## src/rtl/ffr_pkg.sv

```systemverilog
package ffr_pkg;
  typedef enum logic [1:0] {
    P0_ZC   = 2'd0,
    P0_OV   = 2'd1,
    P0_UV   = 2'd2,
    P0_VANY = 2'd3
  } pin0_fn_e;

  typedef enum logic [1:0] {
    P1_OC   = 2'd0,
    P1_UV   = 2'd1,
    P1_OV   = 2'd2,
    P1_ALL  = 2'd3
  } pin1_fn_e;

  localparam int unsigned LIM_HIGH = 0;
  localparam int unsigned LIM_LOW  = 1;
  localparam int unsigned LIM_CNT  = 2;
endpackage

```

## src/rtl/rms_limit_qual.sv

```systemverilog
module rms_limit_qual #(
  parameter int unsigned W       = 16,
  parameter int unsigned CW      = 4,
  parameter bit          IS_HIGH = 1'b1
) (
  input  logic          clk,
  input  logic          rst_n,
  input  logic          take,
  input  logic [W-1:0]  value,
  input  logic [W-1:0]  limit,
  input  logic [CW-1:0] need,
  output logic          flag
);
  localparam logic [CW-1:0] RUN_MAX = {CW{1'b1}};

  logic [CW-1:0] run_q;
  logic          viol;
  logic [CW:0]   need_eff;
  logic [CW:0]   run_next;

  always_comb begin
    viol     = IS_HIGH ? (value > limit) : (value < limit);
    need_eff = (need == '0) ? {{CW{1'b0}}, 1'b1} : {1'b0, need};
    run_next = {1'b0, run_q} + {{CW{1'b0}}, 1'b1};
  end

  always_ff @(posedge clk or negedge rst_n) begin
    if (!rst_n) begin
      run_q <= '0;
      flag  <= 1'b0;
    end else if (take) begin
      if (viol) begin
        if (run_q != RUN_MAX) run_q <= run_q + 1'b1;
        if (run_next >= need_eff) flag <= 1'b1;
      end else begin
        run_q <= '0;
        flag  <= 1'b0;
      end
    end
  end
endmodule

```

## src/rtl/oc_fault_unit.sv

```systemverilog
module oc_fault_unit #(
  parameter int unsigned DW = 8
) (
  input  logic          clk,
  input  logic          rst_n,
  input  logic          cmp,
  input  logic [DW-1:0] delay,
  input  logic          clear,
  output logic          fault,
  output logic          latched
);
  localparam logic [DW-1:0] HOLD_MAX = {DW{1'b1}};

  logic [DW-1:0] hold_q;

  always_ff @(posedge clk or negedge rst_n) begin
    if (!rst_n) begin
      hold_q <= '0;
      fault  <= 1'b0;
    end else if (cmp) begin
      if (hold_q != HOLD_MAX) hold_q <= hold_q + 1'b1;
      if (hold_q >= delay) fault <= 1'b1;
    end else begin
      hold_q <= '0;
      fault  <= 1'b0;
    end
  end

  always_ff @(posedge clk or negedge rst_n) begin
    if (!rst_n)      latched <= 1'b0;
    else if (fault)  latched <= 1'b1;
    else if (clear)  latched <= 1'b0;
  end
endmodule

```

## src/rtl/pin_select.sv

```systemverilog
module pin_select
  import ffr_pkg::*;
(
  input  logic [1:0] sel0,
  input  logic [1:0] sel1,
  input  logic       zc,
  input  logic       ov,
  input  logic       uv,
  input  logic       oc,
  input  logic       oc_lat,
  output logic       pin0_n,
  output logic       pin1_n
);
  logic fn0, fn1;

  always_comb begin
    unique case (pin0_fn_e'(sel0))
      P0_ZC:   fn0 = zc;
      P0_OV:   fn0 = ov;
      P0_UV:   fn0 = uv;
      default: fn0 = ov | uv;
    endcase
    unique case (pin1_fn_e'(sel1))
      P1_OC:   fn1 = oc;
      P1_UV:   fn1 = uv;
      P1_OV:   fn1 = ov;
      default: fn1 = ov | uv | oc_lat;
    endcase
    pin0_n = ~fn0;
    pin1_n = ~fn1;
  end
endmodule

```

## src/rtl/fault_flag_router.sv

```systemverilog
module fault_flag_router
  import ffr_pkg::*;
#(
  parameter int unsigned W  = 16,
  parameter int unsigned CW = 4,
  parameter int unsigned DW = 8
) (
  input  logic          clk,
  input  logic          rst_n,
  input  logic          rms_valid,
  output logic          rms_ready,
  input  logic [W-1:0]  rms_value,
  input  logic [W-1:0]  ov_limit,
  input  logic [W-1:0]  uv_limit,
  input  logic [CW-1:0] event_need,
  input  logic          zc_in,
  input  logic          oc_cmp,
  input  logic [DW-1:0] oc_delay,
  input  logic          oc_clear,
  input  logic [1:0]    pin0_sel,
  input  logic [1:0]    pin1_sel,
  output logic          pin0_n,
  output logic          pin1_n,
  output logic          ov_flag,
  output logic          uv_flag,
  output logic          oc_fault,
  output logic          oc_latched
);
  logic [LIM_CNT-1:0]   lim_flag;
  logic [W-1:0]         lim_val [LIM_CNT];
  logic                 take;

  assign rms_ready = 1'b1;
  assign take      = rms_valid & rms_ready;
  assign lim_val[LIM_HIGH] = ov_limit;
  assign lim_val[LIM_LOW]  = uv_limit;

  for (genvar g = 0; g < LIM_CNT; g++) begin : g_lim
    rms_limit_qual #(
      .W(W), .CW(CW), .IS_HIGH(g == LIM_HIGH)
    ) u_qual (
      .clk(clk), .rst_n(rst_n), .take(take), .value(rms_value),
      .limit(lim_val[g]), .need(event_need), .flag(lim_flag[g])
    );
  end

  assign ov_flag = lim_flag[LIM_HIGH];
  assign uv_flag = lim_flag[LIM_LOW];

  oc_fault_unit #(.DW(DW)) u_oc (
    .clk(clk), .rst_n(rst_n), .cmp(oc_cmp), .delay(oc_delay),
    .clear(oc_clear), .fault(oc_fault), .latched(oc_latched)
  );

  pin_select u_pins (
    .sel0(pin0_sel), .sel1(pin1_sel), .zc(zc_in), .ov(ov_flag),
    .uv(uv_flag), .oc(oc_fault), .oc_lat(oc_latched),
    .pin0_n(pin0_n), .pin1_n(pin1_n)
  );
endmodule

```

## config.mk

```make
export PLATFORM = sky130hd
export DESIGN_NAME = fault_flag_router
export DESIGN_NICKNAME = d
export VERILOG_FILES = /design/src/rtl/ffr_pkg.sv /design/src/rtl/rms_limit_qual.sv /design/src/rtl/oc_fault_unit.sv /design/src/rtl/pin_select.sv /design/src/rtl/fault_flag_router.sv
export SDC_FILE = /design/constraint.sdc
export NUM_CORES = 1
export LEC_CHECK = 0
export CAP_MARGIN = 10
export CORE_MARGIN = 2
export CORE_UTILIZATION = 50
export CTS_BUF_LIST = sky130_fd_sc_hd__clkbuf_2
export DETAILED_ROUTE_END_ITERATION = 7
export HOLD_SLACK_MARGIN = 0.06
export PLACE_DENSITY = 0.94
export SYNTH_ARGS = -nofsm -noshare
export SYNTH_HDL_FRONTEND = slang
export SYNTH_SLANG_ARGS = --single-unit
```

## constraint.sdc

```tcl
create_clock -name clk -period 4.1 [get_ports clk]
set_clock_uncertainty 0.2 [all_clocks]
set_input_delay 0.41 -clock clk [delete_from_list [all_inputs] [get_ports clk]]
set_output_delay 0.41 -clock clk [all_outputs]
set_load 0.05 [all_outputs]
```

# Word level (Yosys, flattened, before mapping)
# Cells that the tools add are included.
# W data, S select, Z words.
dict set report classes {
  order_cmp 5
  bitwise 4
  n_mux 17
  n_addsub 5
  shift 0
  reduce_logical 8
  eq_ne 13
  div_mod_pow 0
  n_mul 0
}
# cell count
set ops {}
lappend ops {{$mux W4} 5}
lappend ops {{$gt A16 B16 Y1} 1}
lappend ops {{$lt A16 B16 Y1} 1}
lappend ops {{$mux W8} 2}
lappend ops {{$add A4 B1 Y5 const B} 2}
lappend ops {{$ge A5 B5 Y1} 2}
lappend ops {{$add A4 B1 Y4 const B} 2}
lappend ops {{$add A8 B1 Y8 const B} 1}
lappend ops {{$ge A8 B8 Y1} 1}
lappend ops {{$mux W1} 8}
lappend ops {{$ne A2 B2 Y1 const B} 4}
lappend ops {{$ne A4 B4 Y1 const B} 2}
lappend ops {{$ne A8 B8 Y1 const B} 1}
lappend ops {{$reduce_and A2 Y1} 4}
lappend ops {{$pmux W1 S3} 2}
lappend ops {{$eq A2 B1 Y1 const B} 2}
lappend ops {{$eq A2 B2 Y1 const B} 2}
lappend ops {{$logic_not A2 Y1} 2}
lappend ops {{$logic_not A4 Y1} 1}
lappend ops {{$ne A2 B1 Y1 const B} 2}
lappend ops {{$not A1 Y1} 2}
lappend ops {{$or A1 B1 Y1} 2}
lappend ops {{$reduce_bool A2 Y1} 1}
dict set report totals {
  ram_bits 0
  latch_bits 0
  reg_bits 20
  mem_count 0
  mem_bits_ro 0
}

# Longest topological paths before layout
# Gate-level depths: netlist of run 1.
dict set report depth {
  ltp_word 5
  ltp_mapped 9
  mapped_depth_nobuf 9
}

# Modules after synthesis
# Synthesis of run 1 repeated with hierarchy kept, for this count alone.
dict set report hier_totals {
  cells_unflattened 280
  area_unflattened_um2 2368.5
}
# mod seq_area_each_um2 area_per_inst_um2 cells_per_inst instances
set modules_own_cells {}
lappend modules_own_cells {{rms_limit_qual at g_lim[0].u_qual} 125.1 818.3 103 1}
lappend modules_own_cells {{rms_limit_qual at g_lim[1].u_qual} 125.1 797.0 97 1}
lappend modules_own_cells {oc_fault_unit 250.2 701.9 73 1}
lappend modules_own_cells {pin_select 0.0 40.0 5 1}
lappend modules_own_cells {fault_flag_router 0.0 11.3 2 1}

# Worst setup path before layout of run 1
# No wires, ideal clock.
dict set report synth_path {
  path_kind {register -> output}
  from {register g_lim[0].u_qual.flag}
  to {output pin1_n}
  n_path_buf 0
  path_slack_ns 1.492
  t_required_ns 3.490
  arrival_time_ns 1.998
  stages_incl_launch_ff 4
  path_cell_list {dfrtp_1 > a21oi_1 > nor2b_1 > a221oi_1}
}
dict set report synth_via {
  elab_chain_cells 4
}
# element line_no
set synth_lines {}
lappend synth_lines {{start: declaration} rms_limit_qual.sv:12} ;# output logic flag
lappend synth_lines {{start signal: assignment} rms_limit_qual.sv:30} ;# flag <= 1'b0;
lappend synth_lines {{start signal: assignment} rms_limit_qual.sv:34} ;# if (run_next >= need_eff) flag <= 1'b1;
lappend synth_lines {{start signal: assignment} rms_limit_qual.sv:37} ;# flag <= 1'b0;
lappend synth_lines {{$or A1 B1 Y1 (2 in a row)} pin_select.sv:27} ;# default: fn1 = ov | uv | oc_lat;
lappend synth_lines {{$pmux W1 S3 *} pin_select.sv:23} ;# unique case (pin1_fn_e'(sel1))
lappend synth_lines {{$not A1 Y1 *} pin_select.sv:30} ;# pin1_n = ~fn1;
lappend synth_lines {{end: declaration} fault_flag_router.sv:23} ;# output logic pin1_n,
# Every way passes the cells marked *; elsewhere a longest branch is shown, timed or not.

# Final worst setup path of run 1
dict set report layout_path {
  from {input pin1_sel[0]}
  to {output pin1_n}
}
dict set report layout_via {
  elab_chain_cells 3
  word_cells_on_any_way 5
  cone_classes {2 x eq/ne; 1 x mux; 1 x bitwise; 1 x reduce/logical}
}
# element line_no
set layout_lines {}
lappend layout_lines {{start: declaration} fault_flag_router.sv:21} ;# input logic [1:0] pin1_sel,
lappend layout_lines {{$eq A2 B2 Y1 (tied with other cells)} pin_select.sv:23}
lappend layout_lines {{$pmux W1 S3 *} pin_select.sv:23}
lappend layout_lines {{$not A1 Y1 *} pin_select.sv:30}
# Marked as above.

==> impl_results.md, run 1 <==
- Run status: completed
- IO buf count: 75
- Setup Buffers After CTS: 0
- Least-Margin Pin Slew: approximately 940 ps
- Highest Clock Rate: about 370 MHz
- Internal power: 480.2 uW
- Lkg Pwr: approximately 0.0015 uW
- Post-cts hold buffer count: 0
- Overflow after GRT: 0
- Via count: approximately 2100
- Antenna fix cells: 0
- Setup violations, final: 0
- Detail Route Antenna Nets: 0
- PwrDens: 250.5 nW/um^2
- Clock power frac: 0.206
- Insertion delay to the later sink of the worst-skew pair: roughly 350 ps
- Ranking of synthesized cells by area: ha_1 (28%), dfrtp_1 (23%), inv_1 (8.5%)
- GRT Total Usage: 0.2284
- Synth top area share: 0.2767
- Peak supply drop: 0.0001729 V
- Final hold violation count: 0
- Post-synthesis sequential area ratio: 0.2305
- Min-delay worst type: in -> async
- First-pass GRT wire length: about 9400 um
- Vias per cell: 5.508
- Initial antenna violation count: 0
- Synth unique cells: 46
- Die area: ~4900 um^2
- Sequential share of power: 0.326
- CP Class: in -> out
- Count leader, synth: inv_1
- Initial cell density of the core: 0.5312
- Core area: 4086 um^2
- Max-slew violation count: 0
- Vias in the first global route: 2230
- Fin crit share: 0.6618
- Critical Path Start Type: input port
- Switch share: 0.3636
- Remaining DRCs: 0
- Crit path DAT: around 2100 ps
- CTS tree: yes
- Max Cap Violations: 0
- Placer Congestion: around 0.84
- CP Max Fanout: 3
- Rows: 23
- Largest area contributor in the netlist: ha_1
- Comb pwr share: 0.468
- Mapped Nets: 380
- 1st-iter DRT viols: 94
- Pin count of the biggest net entering global routing: 21
- Die W: about 70 um
- # IOs: 77
- RSZ-0062 raised after global routing: false
- Syn-to-layout area delta: 38.79%
- Post-Syn Area per Cell: 8.286 um^2
- Most common flop cell mapped by yosys: dfrtp_1
- Longest Clk Path Bufs: 2
- Ys async rst share: 1.000
- Synthesized area: ~2200 um^2
- Setup Total Neg Slack: 0 ps
- Clk slew on worst S/H paths: 220 ps
- WL/cell: 13.69 um
- Synth top cells by count: inv_1 (49), ha_1 (48), a21oi_1 (25)
- CTS resizes: 0
- Post-synth EDFFs: 0
- Root buffer cell: clkbuf_2
- Yosys warns: 0
- Final HPWL DP: 4422 um
- Die height: between 60 and 70 um
- Number of synthesized register bits: 20
- Sink Count: 20
- Total Power: ~750 uW
- Synth Instances: 262
- Drt total wl: roughly 5300 um
- Worst EP required: between 3000 and 4000 ps
- Sw Pwr: about 270 uW
- Layout cells sized above 1: 0.03254
- Minimum clock period: 2713 ps
- Total CTS buffers: 3
- Filler instances: approximately 310
- Slew headroom: 0.3704
- Pre-antenna DRT Iters: 4
- Nets: ~460
- H-tree depth: 1
- Crit path capture type: output pin
[stage by stage]
stage,std cells,cell area (um^2),util,hold WS (ps),setup slack [ps]
2_1_floorplan,262,2171,-,-85.59,1492
3_3_place_gp,384,2968,0.7263,295.6,1167
3_5_place_dp,384,2968,0.7263,310.2,1053
4_1_cts,388,3013,0.7373,349.9,1363
5_1_grt,388,3013,0.7373,368.4,1170
6_report,388,3013,0.7373,343.4,1387
[worst paths after layout]
| path | cells after the start | from | endpoint | slack [ps] |
|---|---|---|---|---|
| setup / recovery | 5 | pin1_sel[0] | pin1_n | 1390 |
| hold / removal | 1 | rst_n | u_oc.hold_q[3] | 340 |
| setup reg to reg | 7 | g_lim[0].u_qual.run_q[0] | g_lim[0].u_qual.flag | 1840 |
| hold reg to reg | 1 | u_oc.hold_q[3] | u_oc.hold_q[3] | 350 |
| max in group asynchronous | 1 | rst_n | g_lim[1].u_qual.run_q[3] | 2790 |
| min in group clk | 1 | u_oc.hold_q[3] | u_oc.hold_q[3] | 350 |
[layout by cell type (no fill, tap or decap), types with 4 or more instances in the layout]
master / count
xor2_1: 4
nand3_1: 10
inv_1: 49
dfrtp_1: 20
nor2b_1: 4
nor3_1: 5
ha_1: 48
nand2_1: 20
nand4_1: 4
nor2_1: 5
o22ai_1: 4
o21ai_0: 11
a31oi_1: 4
a21oi_1: 25
nand2b_1: 4
a21o_1: 5
clkdlybuf4s50_1: 75
[cell families (layout without fill, tap and decap cells)]
kind of cell,after synthesis,count (layout),synth area share
xor+xnor,5,5,0.02017
mux,1,1,0.004611
other cells,1,1,0.001727
fa+ha+maj,50,50,0.2859
buf+inv,52,128,0.09222
simple gates,66,66,0.1677
flops,20,20,0.2305
compound gates,67,67,0.1971
[sequential cells by signal (all words and copies together), names as in the netlist]
signal	count
u_oc.hold_q	8
u_oc.latched	1
g_lim.u_qual.run_q	8
g_lim.u_qual.flag	2
u_oc.fault	1
[routing by layer]
metal,part of all wire,wire [um],global-route usage
met1,0.40,2148,0.2666
met3,0.062,331,0.03463
met2,0.51,2705,0.4190
met5,0,0,0
met4,0.024,125,0.08333
[power by group through the flow]
stage	Clock [uW]	Combinational (uW)	Sequential, uW
floorplan	0	187	270
global placement	0	339	248
detailed placement	0	352	249
CTS	153	355	246
global route	162	392	249
finish	155	353	246
[critical path, stage by stage]
cell	delay, ps
clkdlybuf4s50_1	440
a21oi_1	150
nor2b_1	50
a221oi_1	200
clkdlybuf4s50_1	840
[area by class of cell]
| class | instances | area [um^2] | share of cell area |
|---|---|---|---|
| Timing Repair Buffer | 75 | 750.7 | 0.2492 |
| Inverter | 49 | 183.9 | 0.06105 |
| Clock buffer | 3 | 15.01 | 0.004983 |
| Multi-Input combinational cell | 190 | 1470 | 0.4880 |
| Sequential cell | 20 | 500.5 | 0.1661 |
| Tap cell | 50 | 62.56 | 0.02076 |
| Clock inverter | 1 | 30.03 | 0.009967 |
Power figures use the tool's default switching activity.
==> run 2, diff against run 1 <==
--- a/config.mk
+++ b/config.mk
@@ -7,11 +7,11 @@
 export LEC_CHECK = 0
 export CAP_MARGIN = 10
 export CORE_MARGIN = 2
-export CORE_UTILIZATION = 50
+export CORE_UTILIZATION = 42
 export CTS_BUF_LIST = sky130_fd_sc_hd__clkbuf_2
 export DETAILED_ROUTE_END_ITERATION = 7
 export HOLD_SLACK_MARGIN = 0.06
-export PLACE_DENSITY = 0.94
+export PLACE_DENSITY = 0.85
 export SYNTH_ARGS = -nofsm -noshare
 export SYNTH_HDL_FRONTEND = slang
 export SYNTH_SLANG_ARGS = --single-unit
==> constraint.sdc (replaced) <==
create_clock -name clk -period 2.25 [get_ports clk]
set_clock_uncertainty 0.2 [all_clocks]
set_input_delay 0.225 -clock clk [delete_from_list [all_inputs] [get_ports clk]]
set_output_delay 0.225 -clock clk [all_outputs]
set_load 0.05 [all_outputs]
==> run 2 against run 1 <==
  * Non-clock buffer count up 22
  * Combinational power up 110%
  * Power up 98%
  * Critical path type is now in -> reg
  * Critical endpoint is now g_lim[0].u_qual.run_q[0]
  * Largest power group unchanged
==> impl_results.md, run 2 (synthesis results as in run 1) <==
- Hold Path End: u_oc.latched
- Die W: 75.90 um (+8.6%)
- 1st-iter DRT viols: 106 (+13%)
- Highest Clock Rate: around 450 MHz
- Vias per cell: 5.116 (-7.1%)
- H-tree depth: 1 (unchanged)
- Syn-to-layout area delta: 52.68%
- Longest Clk Path Bufs: 2 (unchanged)
- Most common cell after layout, fill and taps aside: clkdlybuf4s50_1
- CP Class: in -> reg
- Layout cells sized above 1: 0.1278 (+0.09523)
- Remaining DRCs: 0 (unchanged)
- Post-Place Setup Slack: -404.1 ps (-1457 ps)
- First-pass GRT wire length: 9032 um (-3.9%)
- Vias in the first global route: 2259 (+1.3%)
- Crit path launch: ov_limit[13]
- Hold depth: 3
- Minimum clock period: between 2000 and 2500 ps
- Top flop regs: g_lim.u_qual.run_q (8), u_oc.hold_q (8), g_lim.u_qual.flag (2)
- Run status: completed
- Initial antenna violation count: 0 (unchanged)
- Setup Total Neg Slack: 0 ps (unchanged)
- Via count: 2200 (+2.9%)
- CTS tree: yes
- Nets: 479 (+4.8%)
- Drt total wl: 5484 um (+3.3%)
- Overflow after GRT: 0 (unchanged)
- Sink Count: 20 (unchanged)
- GRT Total Usage: 0.2008 (-0.02758)
- End-of-flow core utilization: 0.6573 (-0.07997)
- CP Max Fanout: 5 (+2)
- WL/cell: 12.75 um (-6.8%)
- Lkg Pwr: 0.001646 uW (+8.9%)
- Detail Route Antenna Nets: 0 (unchanged)
- PwrDens: 449.8 nW/um^2 (+80%)
- Initial cell density of the core: 0.4305 (-0.1007)
- Clk slew on worst S/H paths: 210 ps (about the same)
- Crit path DAT: 2320 ps (+220 ps)
- Worst reg2reg setup slack: 120 ps (-1720 ps)
- Worst EP required: 2340 ps (-1150 ps)
- Setup violations, final: 0 (unchanged)
- Pre-antenna DRT Iters: 4 (unchanged)
- Die area: 5760 um^2 (+18%)
- Min-delay worst type: in -> reg
- CP Cell Sequence: clkdlybuf4s50_1 > inv_1 > ha_4 > nand4_2 > or4_4 > a21o_1 > nand4_4 > nand4_1 > mux2i_1
- Critical path's largest stage delay: 530 ps (-310 ps)
- Peak supply drop: 0.0002644 V (+53%)
- Hold_sp: oc_clear
- CP max stage cell: or4_4
- Root buffer cell: clkbuf_2
- Antenna fix cells: 0 (unchanged)
- Max-slew violation count: 0 (unchanged)
- Worst r2r dst: g_lim[1].u_qual.flag
- Fin crit share: 0.9924
- Final hold violation count: 0 (unchanged)
- Die height: 75.90 um (+8.6%)
- Placer Congestion: 0.8218 (-1.9%)
- Setup ws final: 17.11 ps (-1369 ps)
- Least-Margin Pin Slew: 502.5 ps (-439.0 ps)
- Max Cap Violations: 0 (unchanged)
- Worst R2R Path Depth: 7 (unchanged)
- Final HPWL DP: 4606 um (+4.2%)
- Pin count of the biggest net entering global routing: 21 (unchanged)
- Total CTS buffers: 3 (unchanged)
- Worst r2r src: g_lim[1].u_qual.run_q[0]
- IO buf count: 75 (unchanged)
- Crit path capture type: flop
- Most frequent cells in the layout: clkdlybuf4s50_1 (73), inv_1 (49), ha_1 (44), a21oi_1 (23), buf_4 (21)
- Insertion delay to the later sink of the worst-skew pair: 350 ps (about the same)
- Critical Path Start Type: input port
- Setup Buffers After CTS: 0 (unchanged)
- # IOs: 77 (unchanged)
- Rows: 26 (+13%)
- Slew headroom: 0.6639 (+0.2936)
- Core area: 5042 um^2 (+23%)
run 2: worst max-delay path, delay by kind of cell:
| kind | cells | cell delay, ps |
|---|---|---|
| AO/OA/AOI/OAI | 1 | 190 |
| multiplexers | 1 | 160 |
| buffers and inverters | 2 | 560 |
| adder cells (fa/ha/maj) | 1 | 280 |
| AND/OR/NAND/NOR | 4 | 900 |
run 2: worst max path at each step:
stage	slack, ps	end
floorplan	180	g_lim[0].u_qual.run_q[0]
finish	20	g_lim[0].u_qual.run_q[0]
detailed placement	-400	g_lim[0].u_qual.run_q[0]
global placement	-310	g_lim[1].u_qual.run_q[1]
global route	-10	g_lim[0].u_qual.run_q[0]
CTS	20	g_lim[0].u_qual.run_q[0]
run 2: routing by layer:
metal,part of all wire,vias to the layer above,wire length (um),global-route usage
li1,-,1119,-,-
met3,0.038,13,209,0.01455
met5,0,-,0,0
met1,0.42,1000,2328,0.2295
met2,0.51,68,2811,0.3793
met4,0.024,0,133,0.08577
run 2: timing repair:
action / 4_1_cts / 5_1_grt
endpoints found under the hold margin: 20 / 0
endpoints found under the setup margin: 5 / 8
hold buffers: 1 / 0
pin swaps: 0 / 4
gates resized for setup: 4 / 8
run 2: cell type report:
type	count	area, um^2
Fill cell	399	1728
Multi-Input combinational cell	190	1559
Timing Repair Buffer	97	938.4
Sequential cell	20	500.5
Inverter	49	183.9
Tap cell	70	87.58
Clock inverter	1	30.03
Clock buffer	3	15.01
run 2: power breakdown:
part	internal [uW]	total, uW	switching [uW]
logic	402	757	355
clock network	153	280	127
registers	400	454	54.4
total	955	1490	536
run 2: per-stage QoR:
stage	area, um^2	std cells	hold WS, ps	power [uW]
CTS	3269	430	244.4	1473
finish	3314	430	231.0	1491
floorplan	2183	262	-270.6	842.7
global placement	3183	425	302.2	1158
global route	3314	430	280.0	1590
detailed placement	3183	425	300.5	1188
